**config.mk**
```make
export PLATFORM = sky130hd
export DESIGN_NAME = irqv_top
export DESIGN_NICKNAME = d
export VERILOG_FILES = /design/src/rtl/irqv_pkg.sv /design/src/rtl/irqv_ctrl.sv /design/src/rtl/irqv_datapath.sv /design/src/rtl/irqv_arbiter.sv /design/src/rtl/irqv_top.sv
export SDC_FILE = /design/constraint.sdc
export NUM_CORES = 1
export LEC_CHECK = 0
export BUFFER_PORTS_ARGS = -buffer_cell sky130_fd_sc_hd__buf_4
export CAP_MARGIN = 30
export CELL_PAD_IN_SITES_DETAIL_PLACEMENT = 2
export CELL_PAD_IN_SITES_GLOBAL_PLACEMENT = 2
export CORE_MARGIN = 5
export CORE_UTILIZATION = 32
export CTS_CLUSTER_DIAMETER = 200
export DETAILED_ROUTE_END_ITERATION = 8
export PLACE_DENSITY = 0.93
export RECOVER_POWER = 50
export SYNTH_ARGS = -nofsm -noshare
export SYNTH_HDL_FRONTEND = slang
export SYNTH_SLANG_ARGS = --single-unit
```
**constraint.sdc**
```tcl
create_clock -name clk -period 6.17 [get_ports clk]
set_input_delay 1.234 -clock clk [delete_from_list [all_inputs] [get_ports clk]]
set_output_delay 1.234 -clock clk [all_outputs]
set_load 0.02 [all_outputs]
```
**src/rtl/irqv_pkg.sv**
```systemverilog
package irqv_pkg;
  localparam int VEC_W     = 8;
  localparam int DATA_W    = 8;
  localparam int ADDR_W    = 5;
  localparam int ERR_W     = 3;
  localparam int MC_IDX_W  = 5;

  localparam logic [ADDR_W-1:0] ADDR_STATUS = 5'd0;
  localparam logic [ADDR_W-1:0] ADDR_CTRL   = 5'd1;
  localparam int                MC_BASE     = 1;   // center k sits at address k+1

  localparam int BIT_RX     = 3;
  localparam int BIT_TX     = 4;
  localparam int BIT_SUC_EN = 0;
  localparam int BIT_ERR_EN = 1;
  localparam int BIT_REQ    = 0;

  typedef struct packed {
    logic                statusRead;
    logic                statusWrite;
    logic                ctrlWrite;
    logic                mcWrite;
    logic [MC_IDX_W-1:0] mcNum;      // center number 1..NUM_MC
    logic                wrRx;
    logic                wrTx;
    logic                wrSucEn;
    logic                wrErrEn;
    logic                wrReq;
  } strobe_t;
endpackage

```
**src/rtl/irqv_ctrl.sv**
```systemverilog
module irqv_ctrl
  import irqv_pkg::*;
#(
  parameter int NUM_MC = 15
) (
  input  logic              cpuWr,
  input  logic              cpuRd,
  input  logic [ADDR_W-1:0] cpuAddr,
  input  logic [DATA_W-1:0] cpuWdata,
  output strobe_t           strb
);
  localparam logic [ADDR_W-1:0] MC_FIRST = ADDR_W'(MC_BASE + 1);
  localparam logic [ADDR_W-1:0] MC_LAST  = ADDR_W'(MC_BASE + NUM_MC);

  logic isMcAddr;
  logic unusedWdata;

  assign isMcAddr    = (cpuAddr >= MC_FIRST) && (cpuAddr <= MC_LAST);
  assign unusedWdata = ^{cpuWdata[DATA_W-1:BIT_TX+1], cpuWdata[BIT_RX-1:BIT_ERR_EN+1]};

  always_comb begin
    strb             = '0;
    strb.statusRead  = cpuRd && (cpuAddr == ADDR_STATUS);
    strb.statusWrite = cpuWr && (cpuAddr == ADDR_STATUS);
    strb.ctrlWrite   = cpuWr && (cpuAddr == ADDR_CTRL);
    strb.mcWrite     = cpuWr && isMcAddr;
    strb.mcNum       = MC_IDX_W'(cpuAddr - ADDR_W'(MC_BASE));
    strb.wrRx        = cpuWdata[BIT_RX];
    strb.wrTx        = cpuWdata[BIT_TX];
    strb.wrSucEn     = cpuWdata[BIT_SUC_EN];
    strb.wrErrEn     = cpuWdata[BIT_ERR_EN];
    strb.wrReq       = cpuWdata[BIT_REQ];
  end
endmodule

```
**src/rtl/irqv_datapath.sv**
```systemverilog
module irqv_datapath
  import irqv_pkg::*;
#(
  parameter int NUM_MC  = 15,
  localparam int NUM_SRC = NUM_MC + 1
) (
  input  logic               clk,
  input  logic               rstN,
  input  strobe_t            strb,
  input  logic [ADDR_W-1:0]  cpuAddr,
  input  logic [ERR_W-1:0]   errStateIn,
  input  logic               rxDone,
  input  logic               txDone,
  input  logic [NUM_MC-1:0]  mcSet,
  output logic [DATA_W-1:0]  cpuRdata,
  output logic [NUM_SRC-1:0] srcNext,
  output logic               statusPendQ,
  output logic [NUM_MC-1:0]  mcReqQ,
  output logic               rxFlagQ,
  output logic               txFlagQ
);
  logic [ERR_W-1:0]  errQ;
  logic              sucEnQ, errEnQ;
  logic              errChange, statusSet, statusPendD;
  logic              rxFlagD, txFlagD;
  logic [NUM_MC-1:0] mcReqD;

  // status-change source
  assign errChange   = (errStateIn != errQ);
  assign statusSet   = (sucEnQ && (rxDone || txDone)) || (errEnQ && errChange);
  assign statusPendD = statusSet || (statusPendQ && !strb.statusRead);

  // success flags: hardware only ever sets them
  assign rxFlagD = rxDone || (strb.statusWrite ? strb.wrRx : rxFlagQ);
  assign txFlagD = txDone || (strb.statusWrite ? strb.wrTx : txFlagQ);

  always_ff @(posedge clk) begin
    if (!rstN) begin
      errQ        <= '0;
      sucEnQ      <= 1'b0;
      errEnQ      <= 1'b0;
      statusPendQ <= 1'b0;
      rxFlagQ     <= 1'b0;
      txFlagQ     <= 1'b0;
    end else begin
      errQ        <= errStateIn;
      statusPendQ <= statusPendD;
      rxFlagQ     <= rxFlagD;
      txFlagQ     <= txFlagD;
      if (strb.ctrlWrite) begin
        sucEnQ <= strb.wrSucEn;
        errEnQ <= strb.wrErrEn;
      end
    end
  end

  // per-center request bits, set wins over a CPU load
  for (genvar i = 0; i < NUM_MC; i++) begin : g_mc
    logic hit;
    assign hit       = strb.mcWrite && (strb.mcNum == MC_IDX_W'(i + 1));
    assign mcReqD[i] = mcSet[i] || (hit ? strb.wrReq : mcReqQ[i]);

    always_ff @(posedge clk) begin
      if (!rstN) mcReqQ[i] <= 1'b0;
      else       mcReqQ[i] <= mcReqD[i];
    end
  end

  // bit j of srcNext stands for vector j+1
  assign srcNext = {mcReqD, statusPendD};

  always_comb begin
    cpuRdata = '0;
    if (cpuAddr == ADDR_STATUS) begin
      cpuRdata[ERR_W-1:0] = errQ;
      cpuRdata[BIT_RX]    = rxFlagQ;
      cpuRdata[BIT_TX]    = txFlagQ;
    end else if (cpuAddr == ADDR_CTRL) begin
      cpuRdata[BIT_SUC_EN] = sucEnQ;
      cpuRdata[BIT_ERR_EN] = errEnQ;
    end else begin
      for (int i = 0; i < NUM_MC; i++) begin
        if (cpuAddr == ADDR_W'(MC_BASE + 1 + i)) cpuRdata[BIT_REQ] = mcReqQ[i];
      end
    end
  end
endmodule

```
**src/rtl/irqv_arbiter.sv**
```systemverilog
module irqv_arbiter
  import irqv_pkg::*;
#(
  parameter int NUM_SRC = 16
) (
  input  logic               clk,
  input  logic               rstN,
  input  logic [NUM_SRC-1:0] srcNext,
  output logic [VEC_W-1:0]   vector,
  output logic               irqLine
);
  logic [VEC_W-1:0] vecQ, pickVec;
  logic             heldAlive;

  // fixed priority: lowest index wins
  always_comb begin
    pickVec = '0;
    for (int j = NUM_SRC - 1; j >= 0; j--) begin
      if (srcNext[j]) pickVec = VEC_W'(j + 1);
    end
  end

  // is the source behind the shown vector still present after this edge
  always_comb begin
    heldAlive = 1'b0;
    for (int j = 0; j < NUM_SRC; j++) begin
      if (vecQ == VEC_W'(j + 1)) heldAlive = srcNext[j];
    end
  end

  always_ff @(posedge clk) begin
    if (!rstN)          vecQ <= '0;
    else if (!heldAlive) vecQ <= pickVec;
  end

  assign vector  = vecQ;
  assign irqLine = |vecQ;
endmodule

```
**src/rtl/irqv_top.sv**
```systemverilog
module irqv_top
  import irqv_pkg::*;
#(
  parameter int NUM_MC = 15
) (
  input  logic              clk,
  input  logic              rstN,
  input  logic [2:0]        errStateIn,
  input  logic              rxDone,
  input  logic              txDone,
  input  logic [NUM_MC-1:0] mcSet,
  input  logic              cpuWr,
  input  logic              cpuRd,
  input  logic [4:0]        cpuAddr,
  input  logic [7:0]        cpuWdata,
  output logic [7:0]        cpuRdata,
  output logic [7:0]        vector,
  output logic              irqLine
);
  localparam int NUM_SRC = NUM_MC + 1;

  strobe_t            strb;
  logic [NUM_SRC-1:0] srcNext;
  logic               statusPendQ;
  logic [NUM_MC-1:0]  mcReqQ;
  logic               rxFlagQ, txFlagQ;

  irqv_ctrl #(.NUM_MC(NUM_MC)) u_ctrl (
    .cpuWr    (cpuWr),
    .cpuRd    (cpuRd),
    .cpuAddr  (cpuAddr),
    .cpuWdata (cpuWdata),
    .strb     (strb)
  );

  irqv_datapath #(.NUM_MC(NUM_MC)) u_dp (
    .clk         (clk),
    .rstN        (rstN),
    .strb        (strb),
    .cpuAddr     (cpuAddr),
    .errStateIn  (errStateIn),
    .rxDone      (rxDone),
    .txDone      (txDone),
    .mcSet       (mcSet),
    .cpuRdata    (cpuRdata),
    .srcNext     (srcNext),
    .statusPendQ (statusPendQ),
    .mcReqQ      (mcReqQ),
    .rxFlagQ     (rxFlagQ),
    .txFlagQ     (txFlagQ)
  );

  irqv_arbiter #(.NUM_SRC(NUM_SRC)) u_arb (
    .clk     (clk),
    .rstN    (rstN),
    .srcNext (srcNext),
    .vector  (vector),
    .irqLine (irqLine)
  );
endmodule

```
## Yosys cells after proc, flatten, opt, wreduce, memory -nomap -nowiden

Index checks and enable logic that the tools add are counted.

- Output and inout bits: 17
- Logic and storage cells: 187
- Input port bits: 37
- Flip-flop bits (word level): 31

- Reduce and logical (&&, ||, !) cells: 46
- Order comparisons: 2
- Equality and inequality tests: 48
- Mux-type cells: 68
- Add/subtract/negate cells: 1

Operators by type and width:

| operator | count |
|---|---|
| equality test 5 x 4 -> 1 bit (second input constant) | 16 |
| two-way mux 5 bit | 16 |
| equality test 8 x 4 -> 1 bit (second input constant) | 8 |
| two-way mux 1 bit | 50 |
| equality test 5 x 3 -> 1 bit (second input constant) | 8 |
| equality test 8 x 3 -> 1 bit (second input constant) | 4 |
| logical AND 1 bit | 23 |
| equality test 5 x 2 -> 1 bit (second input constant) | 4 |
| logical OR 1 bit | 20 |
| equality test 8 x 2 -> 1 bit (second input constant) | 2 |
| equality test 5 x 1 -> 1 bit (second input constant) | 2 |
| equality test 8 x 1 -> 1 bit (second input constant) | 1 |
| equality test 8 x 5 -> 1 bit (second input constant) | 1 |
| OR reduction 8 bit | 1 |
| equality test 5 bit (second input constant) | 1 |
| >= comparator 5 x 2 -> 1 bit (second input constant) | 1 |
| less-or-equal comparator 5 bit (second input constant) | 1 |
| zero test 5 bit | 1 |
| subtractor 5 x 1 -> 5 bit (second input constant) | 1 |
| two-way mux 3 bit | 1 |
| inequality test 3 bit | 1 |
| two-way mux 2 bit | 1 |
| zero test 1 bit | 1 |

## Longest topological paths before layout

Gate-level depths: netlist (run 1).

- Word-level depth: 22
- Mapped depth: 10
- Gate-level depth less buffers: 8

## Hierarchy

A second synthesis (run 1) with hierarchy kept.

- Cell total of the unflattened synthesis: 290
- Area total of the unflattened synthesis: 2267.2 um2

Modules (own cells, without submodules):

| module | cells an instance | area an instance (um2) | instances | seq. area each (um2) |
|---|---|---|---|---|
| irqv_datapath | 184 | 1451.4 | 1 | 460.4 |
| irqv_arbiter | 82 | 619.3 | 1 | 100.1 |
| irqv_ctrl | 24 | 196.4 | 1 | 0.0 |

## Worst setup path after synthesis (run 1)

OpenSTA, ideal clock, no wires.

- Path type: input to output
- Start point: input port cpuAddr[1]
- End point: output port cpuRdata[0]
- Arrival: 2575 ps
- Stages: 10
- Slack: 2361 ps
- Buffers on the path: 2
- Data required time: 4936 ps
- Cells stage by stage: buf_2 clkbuf_1 and3b_1 o21ai_0 o2bb2ai_1 nand2_1 o211ai_1 a32oi_1 o21ai_0 nand2_1

- Word-level cells in the longest chain between the ends: 18
- Elaborated cells between the ends (all ways): 34
- Those cells by class: eq/ne: 16; mux: 17; reduce/logical: 1

RTL lines:

| item | line | RTL |
|---|---|---|
| start, declared | irqv_top.sv:14 | `input logic [4:0] cpuAddr,` |
| equality test 5 x 2 -> 1 bit | irqv_datapath.sv:83 | `if (cpuAddr == ADDR_W'(MC_BASE + 1 + i)) cpuRdata[BIT_REQ] = mcReqQ[i];` |
| two-way mux 1 bit (15 in series) | irqv_datapath.sv:83 |  |
| two-way mux 1 bit | irqv_datapath.sv:78 | `end else if (cpuAddr == ADDR_CTRL) begin` |
| two-way mux 2 bit (*) | irqv_datapath.sv:74 | `if (cpuAddr == ADDR_STATUS) begin` |
| end, declared | irqv_top.sv:16 | `output logic [7:0] cpuRdata,` |

Mark *: on every way between the ends. The rest lies on a longest branch, timed or not.

## Worst setup path in the final report (run 1)

- Start point: input port cpuAddr[0]
- End point: output port cpuRdata[0]

Same word-level chain as after synthesis.

==> impl_metrics.py, run 1 <==
metrics = {
    "logic_synthesis": {
        "yosysMostFrequentCell": "nor2_1",
        "syn-cell-area_um2": 2160,
        "syn-mean-instance-area_um2": 7.49,
        "synth_edf_count": 0,
        "synthFlopType": "dfxtp_1",
        "synth_seq_cells": 28,
        "synth_cell_types": 64,
        "ys_top_cells_by_area": "dfxtp_1, nor2_1, nand2_1",
        "synth.top_cells.by_count": "nor2_1, dfxtp_1, nand2_1",
        "yosysTopAreaCell": "dfxtp_1",
        "synth_top_area_share_pct": 26.0,
        "ys_seq_area_share_pct": 26.0,
        "synthCells": 288,
        "ys_warn_count": 0,
        "async_reset_ff_share_pct": 0,
    },
    "global_route": {
        "grt_max_degree": 22,
        "grt_pass1_vias": 2611,
        "overflow": 0,
        "grtUsageTotal_pct": 20.7,
        "grt_pass1_wl_mm": 14.0,
        "antenna_found_initial": 0,
    },
    "timing": {
        "maxSlewViolCount": 0,
        "finalCritPeriodShare_pct": 74.2,
        "period_minus_slack_ns": 4.58,
        "fmax_mhz": 218,
        "setup_tns_ns": 0,
        "grt_setup_unrepaired": "false",
        "tightest_slew_ns": 0.864,
        "hold_violations": 0,
        "setup_viol": 0,
        "max_slew_margin_pct": 42.4,
        "skew_ns": 0.00314,
    },
    "clocking": {
        "path_clk_slew_ns": 0.11,
        "cts_tree": "done",
        "ctsResizeCount": 0,
        "cts_hold_buf": 0,
        "post_cts_buffers": 0,
        "cts-root-buf": "clkbuf_8",
        "insertion_delay_ns": 0.29,
        "clock_sinks": 28,
        "cts_buffer_depth": 2,
        "cts.htree.levels": 1,
        "cts_inserted_buffers": 3,
    },
    "hold_path": {
        "min_delay_path_depth": 2,
        "hold_path_startpoint": "u_dp.errEnQ",
        "hp-class": "reg -> reg",
        "holdPathEnd": "u_dp.errEnQ",
    },
    "power_and_ir_drop": {
        "internal_power_mw": 0.345,
        "p_comb_share_pct": 29.8,
        "power_switching_mw": 0.180,
        "clockPowerShare_pct": 29.2,
        "p_leak_nw": 0.984,
        "ir_drop_v": 0.0000790,
        "seq_power_share_pct": 41.0,
        "powerDensity_nw_per_um2": 207,
        "power_mw": 0.525,
        "p_sw_share_pct": 34.3,
    },
    "worst_setup_path": {
        "critPathRequiredTime_ns": 4.94,
        "worstRegToRegCells": 7,
        "critical_path_arrival_ns": 3.35,
        "path_class": "in -> out",
        "cp-start-kind": "input port",
        "cp-end-kind": "output pin",
        "r2r-end": "u_arb.vector[2]",
        "r2r_start": "u_arb.vector[0]",
        "r2r_slack_ns": 3.33,
        "worst-path-max-fanout": 20,
    },
    "drt": {
        "drtIter0Drc": 84,
        "routed_wl_mm": 8.53,
        "dr.pass1.iters": 4,
        "drc": 0,
        "vias": 2407,
        "antenna_left": 0,
        "wl_per_cell_um": 21.3,
        "vias_per_cell": 6.00,
    },
    "die": {
        "coreArea_um2": 6680,
        "die_w_um": 92.1,
        "pin_count": 54,
        "row_count": 30,
        "die_h_um": 92.1,
        "die_area_um2": 8480,
        "start_util_pct": 32.3,
    },
    "placed_design": {
        "dp.cells": 397,
        "placed_cell_area_um2": 2500,
        "io_buffers": 43,
        "gp_congestion": 0.848,
        "dp_hpwl_mm": 6.47,
    },
    "final_layout": {
        "nets": 359,
        "fin_cells": 401,
        "fin_area_um2": 2540,
        "fin_util_pct": 38.1,
        "num_antenna_cells": 0,
        "n_fill_cell": 801,
        "area_delta_synth_final_pct": 17.9,
        "drive_gt1_share_pct": 15.9,
    },
    "run": {
        "cap_violations": 0,
    },
    "status": {
        "status": "finished, final reports clean",
    },
}
==> area by class of cell <==
type	count	area (um^2)	share of cell area [%]
clock inverters	1	30.0	1.18
repair buffers	44	304	12.0
flip-flops and latches	28	561	22.0
clock buffers	3	41.3	1.62
multi-input cells	235	1470	57.8
inverters	10	37.5	1.48
well taps	80	100	3.94
==> registers in the layout, summed over array words and instances (netlist names) <==
register          cells
u_arb.vector          5
u_dp.errEnQ           1
u_dp.errQ             3
u_dp.mcReqQ          15
u_dp.rxFlagQ          1
u_dp.statusPendQ      1
u_dp.sucEnQ           1
u_dp.txFlagQ          1
==> kinds of logic (layout without fill, tap and decap cells) <==
| group | Yosys count | count (layout) | synth area share [%] |
|---|---|---|---|
| compound gates | 79 | 79 | 26.6 |
| simple gates | 140 | 140 | 35.9 |
| other cells | 1 | 6 | 0.174 |
| mux | 7 | 7 | 3.31 |
| flops | 28 | 28 | 26.0 |
| xor+xnor | 3 | 3 | 1.22 |
| buf+inv | 30 | 58 | 6.79 |
==> layer usage <==
metal,track usage [%],part of all wire [%]
met1,25.5,44
met3,3.45,3.8
met2,35.6,49
met4,8.04,2.6
met5,0,0
==> how the worst max path moves through the flow <==
stage	from	endpoint	slack [ns]	depth (start not counted)
finish	cpuAddr[0]	cpuRdata[0]	1.59	10
global route	cpuAddr[0]	cpuRdata[0]	1.33	10
CTS	cpuAddr[0]	cpuRdata[0]	2.05	10
detailed placement	cpuAddr[0]	cpuRdata[0]	2.07	10
global placement	cpuAddr[0]	cpuRdata[0]	2.17	10
floorplan	cpuAddr[1]	cpuRdata[0]	2.36	10
==> critical path, stage by stage <==
cell       delay (ns)
clkbuf_1         0.63
and2b_1          0.36
a32oi_1          0.25
o2bb2ai_1        0.14
nand2_1          0.07
o211ai_1         0.12
a21oi_1          0.10
o21ai_0          0.19
nand2_1          0.08
buf_4            0.16
==> placed cells by master (no fill, tap or decap), drive strengths merged, types with 5 or more instances in the layout <==
master   n
nor3     8
nor2b    5
nand2b   8
clkbuf  10
buf     37
nand3b   5
a21oi   17
conb     6
nor2    36
mux2i    6
dfxtp   28
inv     10
nand2   26
and2    12
o21ai   10
nand3   10
a211oi   5
a21boi   6
==> power groups by stage <==
| stage | Combinational (mW) | Clock (mW) | Sequential [mW] |
|---|---|---|---|
| final | 0.156 | 0.153 | 0.216 |
| after detailed placement | 0.158 | 0 | 0.219 |
| after global routing | 0.171 | 0.163 | 0.218 |
| after CTS | 0.160 | 0.157 | 0.216 |
| after floorplan | 0.109 | 0 | 0.210 |
| after global placement | 0.151 | 0 | 0.218 |
==> through the flow <==
step | setup WS, ns | hold WS (ns)
2_1_floorplan | 2.36 | 0.449
3_3_place_gp | 2.17 | 0.474
3_5_place_dp | 2.07 | 0.515
4_1_cts | 2.05 | 0.533
5_1_grt | 1.33 | 0.558
6_report | 1.59 | 0.527
No activity file was read; power rests on OpenSTA's default activity.
==> run 2, diff against run 1 <==
- CORE_UTILIZATION: 32 -> 30
- PLACE_DENSITY: 0.93 -> 0.89
- clock period: 6.17 -> 4.7 ns (I/O delays scaled with it)
==> impl_metrics.py, run 2 (synthesis results as in run 1) <==
metrics = {
    "status": {
        "status": "finished, final reports clean",
    },
    "power_and_ir_drop": {
        "p_comb_share_pct": 29.6,
        "clockPowerShare_pct": 29.5,
        "power_switching_mw": 0.237,
        "p_sw_share_pct": 34.2,
        "p_leak_nw": 0.999,
        "seq_power_share_pct": 40.8,
        "powerDensity_nw_per_um2": 270,
        "internal_power_mw": 0.455,
        "ir_drop_v": 0.0000996,
        "power_mw": 0.692,
    },
    "global_route": {
        "grt_pass1_vias": 2507,
        "overflow": 0,
        "grt_max_degree": 22,
        "use_met2_pct": 32.6,
        "antenna_found_initial": 0,
        "use_met1_pct": 23.1,
        "grtUsageTotal_pct": 18.5,
        "grt.busiest_layer": "met2",
        "use_met3_pct": 2.63,
        "grt_pass1_wl_mm": 12.9,
    },
    "placed_design": {
        "placed_cell_area_um2": 2530,
        "io_buffers": 43,
        "gp_congestion": 0.841,
        "dp_hpwl_mm": 6.26,
    },
    "die": {
        "die_h_um": 94.8,
        "die_w_um": 94.8,
        "start_util_pct": 30.2,
        "row_count": 31,
        "coreArea_um2": 7140,
        "pin_count": 54,
        "die_area_um2": 8990,
    },
    "final_layout": {
        "area_delta_synth_final_pct": 19.0,
        "drive_gt1_share_pct": 15.5,
        "largest_reg_flops": 15,
        "n_fill_cell": 869,
        "layout_commonest_cell": "buf_4",
        "fin_area_um2": 2570,
        "regMostFlops": "u_dp.mcReqQ",
        "final_cell_mix": "buf_4, nor2_1, dfxtp_1",
        "nets": 360,
        "num_antenna_cells": 0,
    },
    "clocking": {
        "ctsResizeCount": 0,
        "cts_tree": "done",
        "clock_sinks": 28,
        "path_clk_slew_ns": 0.10,
        "cts_buffer_depth": 2,
        "insertion_delay_ns": 0.30,
        "post_cts_buffers": 0,
        "cts_inserted_buffers": 3,
        "cts_hold_buf": 0,
        "cts-root-buf": "clkbuf_8",
        "cts.htree.levels": 1,
    },
    "worst_setup_path": {
        "r2r-end": "u_arb.vector[3]",
        "r2r_start": "u_arb.vector[0]",
        "crit_start": "cpuAddr[4]",
        "cp-start-kind": "input port",
        "worst-path-max-fanout": 16,
        "r2r_slack_ns": 1.92,
        "critical_path_arrival_ns": 3.70,
        "cp-end-kind": "flip-flop",
        "worstRegToRegCells": 7,
        "crit_end": "u_arb.vector[0]",
        "critPathRequiredTime_ns": 4.91,
        "path_class": "in -> reg",
    },
    "timing": {
        "finalCritPeriodShare_pct": 74.2,
        "period_minus_slack_ns": 3.49,
        "grt_setup_unrepaired": "false",
        "fmax_mhz": 287,
        "maxSlewViolCount": 0,
        "hold_violations": 0,
        "max_slew_margin_pct": 47.4,
        "tightest_slew_ns": 0.788,
        "setup_tns_ns": 0,
        "skew_ns": 0.00415,
        "setup_viol": 0,
    },
    "drt": {
        "vias_per_cell": 5.61,
        "routed_wl_mm": 8.09,
        "vias": 2361,
        "dr.pass1.iters": 4,
        "drtIter0Drc": 62,
        "wl_per_cell_um": 19.2,
        "drc": 0,
        "antenna_left": 0,
    },
    "hold_path": {
        "hp-class": "reg -> reg",
    },
    "run": {
        "cap_violations": 0,
    },
}
run 2: through the flow:
step                util, %  hold WS (ns)  instances  worst slack, ns
finish                 36.0         0.522        421             1.21
global route           36.0         0.571        421            0.963
CTS                    36.4         0.525        421             1.16
detailed placement     35.4         0.500        417             1.16
global placement       35.4         0.480        417             1.20
floorplan                 -         0.449        293             1.48
run 2: area by class of cell:
class                           instances  area (um^2)  share of cell area, %
Multi-Input combinational cell        235         1460                   56.8
Sequential cell                        28          561                   21.8
Timing Repair Buffer                   45          315                   12.3
Tap cell                               99          124                   4.82
Clock buffer                            3         41.3                   1.61
Inverter                               10         37.5                   1.46
Clock inverter                          1         30.0                   1.17
run 2: worst min path at each step:
stage / startpoint / endpoint / slack, ns / cells after the start
after global routing: u_dp.errEnQ / u_dp.errEnQ / 0.57 / 2
after global placement: u_dp.errEnQ / u_dp.errEnQ / 0.48 / 2
after detailed placement: u_dp.errEnQ / u_dp.errEnQ / 0.50 / 2
final: u_dp.errEnQ / u_dp.errEnQ / 0.52 / 2
after floorplan: u_dp.errEnQ / u_dp.errEnQ / 0.45 / 2
after CTS: u_dp.errEnQ / u_dp.errEnQ / 0.53 / 2
run 2: power groups by stage:
stage / clock network [mW] / logic [mW] / registers [mW]
after floorplan: 0 / 0.143 / 0.276
after global placement: 0 / 0.200 / 0.287
after detailed placement: 0 / 0.209 / 0.288
after CTS: 0.205 / 0.211 / 0.283
after global routing: 0.213 / 0.226 / 0.287
final: 0.204 / 0.205 / 0.283
run 2: critical path, cell delays in order:
cell and delay (ns):
clkbuf_1 0.28, nor4b_1 0.49, nand3_1 0.15, a211oi_1 0.67, o22ai_1 0.14, o211ai_1 0.25
a311oi_1 0.21, or2_4 0.30, a221oi_2 0.26
run 2: routing by layer:
| layer | wire [um] | vias up | part of all wire (%) |
|---|---|---|---|
| met2 | 4040 | 53 | 50 |
| met1 | 3600 | 1173 | 44 |
| met3 | 307 | 11 | 3.8 |
| li1 | - | 1124 | - |
| met4 | 142 | 0 | 1.8 |
| met5 | 0 | - | 0 |
==> run 3, diff against run 2 <==
- clock period: 4.7 -> 3.6 ns (I/O delays scaled with it)
==> impl_metrics.py, run 3 (synthesis results as in run 1) <==
metrics = {
    "worst_setup_path": {
        "cp-start-kind": "input port",
        "r2r_start": "u_arb.vector[0]",
        "worstRegToRegCells": 7,
        "worst-path-max-fanout": 16,
        "path_cells": "clkbuf_1, and4b_4, a21boi_1, a311o_1, mux2_2, a2111oi_2, a311oi_1, or2_4, a221oi_2",
        "max_stage_delay_ns": 0.50,
        "critPathRequiredTime_ns": 3.81,
        "slowest_stage": "and4b_4",
        "cp-end-kind": "flip-flop",
        "r2r_slack_ns": 0.84,
        "r2r-end": "u_arb.vector[3]",
        "path_class": "in -> reg",
        "critical_path_arrival_ns": 3.45,
    },
    "global_route": {
        "grt_pass1_wl_mm": 13.6,
        "grt_max_degree": 22,
        "antenna_found_initial": 0,
        "grtUsageTotal_pct": 19.6,
        "grt_pass1_vias": 2542,
        "overflow": 0,
    },
    "hold_path": {
        "holdPathEnd": "u_dp.errEnQ",
        "hold_path_startpoint": "u_dp.errEnQ",
        "min_delay_path_depth": 2,
        "hp-class": "reg -> reg",
    },
    "timing": {
        "fmax_mhz": 308,
        "skew_ns": 0.00987,
        "tightest_slew_ns": 0.731,
        "grt_setup_unrepaired": "false",
        "hold_violations": 0,
        "setup_viol": 0,
        "setup_tns_ns": 0,
        "maxSlewViolCount": 0,
        "finalCritPeriodShare_pct": 90.1,
        "period_minus_slack_ns": 3.24,
        "max_slew_margin_pct": 51.3,
    },
    "final_layout": {
        "largest_reg_flops": 15,
        "final_cell_mix": "buf_4, nor2_1, dfxtp_1",
        "num_antenna_cells": 0,
        "layout_commonest_cell": "buf_4",
        "nets": 363,
        "drive_gt1_share_pct": 16.3,
        "n_fill_cell": 866,
        "regMostFlops": "u_dp.mcReqQ",
        "area_delta_synth_final_pct": 20.1,
    },
    "clocking": {
        "clock_sinks": 28,
        "post_cts_buffers": 0,
        "cts-root-buf": "clkbuf_8",
        "cts_tree": "done",
        "ctsResizeCount": 0,
        "insertion_delay_ns": 0.30,
        "cts_inserted_buffers": 3,
        "cts_hold_buf": 0,
        "cts.htree.levels": 1,
        "cts_buffer_depth": 2,
        "path_clk_slew_ns": 0.10,
    },
    "drt": {
        "wl_per_cell_um": 19.9,
        "routed_wl_mm": 8.43,
        "antenna_left": 0,
        "dr.pass1.iters": 4,
        "drtIter0Drc": 90,
        "vias": 2346,
        "drc": 0,
        "vias_per_cell": 5.53,
    },
    "die": {
        "pin_count": 54,
        "start_util_pct": 30.2,
        "coreArea_um2": 7140,
        "die_area_um2": 8990,
        "die_h_um": 94.8,
        "die_w_um": 94.8,
        "row_count": 31,
    },
    "power_and_ir_drop": {
        "power_mw": 0.908,
        "p_leak_nw": 1.01,
        "ir_drop_v": 0.000133,
        "powerDensity_nw_per_um2": 351,
    },
    "status": {
        "status": "finished, final reports clean",
    },
    "placed_design": {
        "io_buffers": 43,
        "dp_hpwl_mm": 6.52,
        "gp_congestion": 0.836,
    },
    "run": {
        "cap_violations": 0,
    },
}
run 3: power by group:
part           switching (mW)  total [mW]  internal [mW]
Clock                   0.115       0.264          0.149
Sequential             0.0376       0.370          0.332
Combinational           0.158       0.274          0.116
run 3: worst max-delay path by stage:
stage / from / end / cells after the start
floorplan: cpuAddr[0] / u_arb.vector[0] / 9
global placement: cpuAddr[4] / u_arb.vector[0] / 9
detailed placement: cpuAddr[4] / u_arb.vector[0] / 9
CTS: cpuAddr[0] / cpuRdata[0] / 10
global route: cpuAddr[4] / u_arb.vector[0] / 9
finish: cpuAddr[4] / u_arb.vector[0] / 9
run 3: through the flow:
step           instances  hold slack, ns  cell area [um^2]  util (%)  worst slack [ns]
2_1_floorplan        293           0.449              2180         -             0.724
3_3_place_gp         420           0.481              2550      35.7             0.410
3_5_place_dp         420           0.496              2550      35.7             0.300
4_1_cts              424           0.510              2620      36.7             0.423
5_1_grt              424           0.546              2590      36.3             0.198
6_report             424           0.501              2590      36.3             0.356
run 3: critical path, delay by kind of cell:
family / cells / cell delay (ns)
and+or+nand+nor: 2 / 0.80
AOI/OAI and AO/OA: 5 / 1.31
muxes: 1 / 0.32
buffers and inverters: 1 / 0.30
run 3: layer usage:
layer	GRT usage [%]	part of all wire (%)
met5	0	0
met1	25.6	45
met2	34.1	50
met4	5.53	1.6
met3	1.91	3.0
run 3: layout make-up:
| class | instances | area, um^2 | share of cell area, % |
|---|---|---|---|
| Clock buffer | 3 | 41.3 | 1.59 |
| Clock inverter | 1 | 30.0 | 1.16 |
| Inverter | 10 | 37.5 | 1.45 |
| Multi-Input combinational cell | 235 | 1460 | 56.5 |
| Sequential cell | 28 | 561 | 21.6 |
| Tap cell | 99 | 124 | 4.78 |
| Timing Repair Buffer | 48 | 334 | 12.9 |
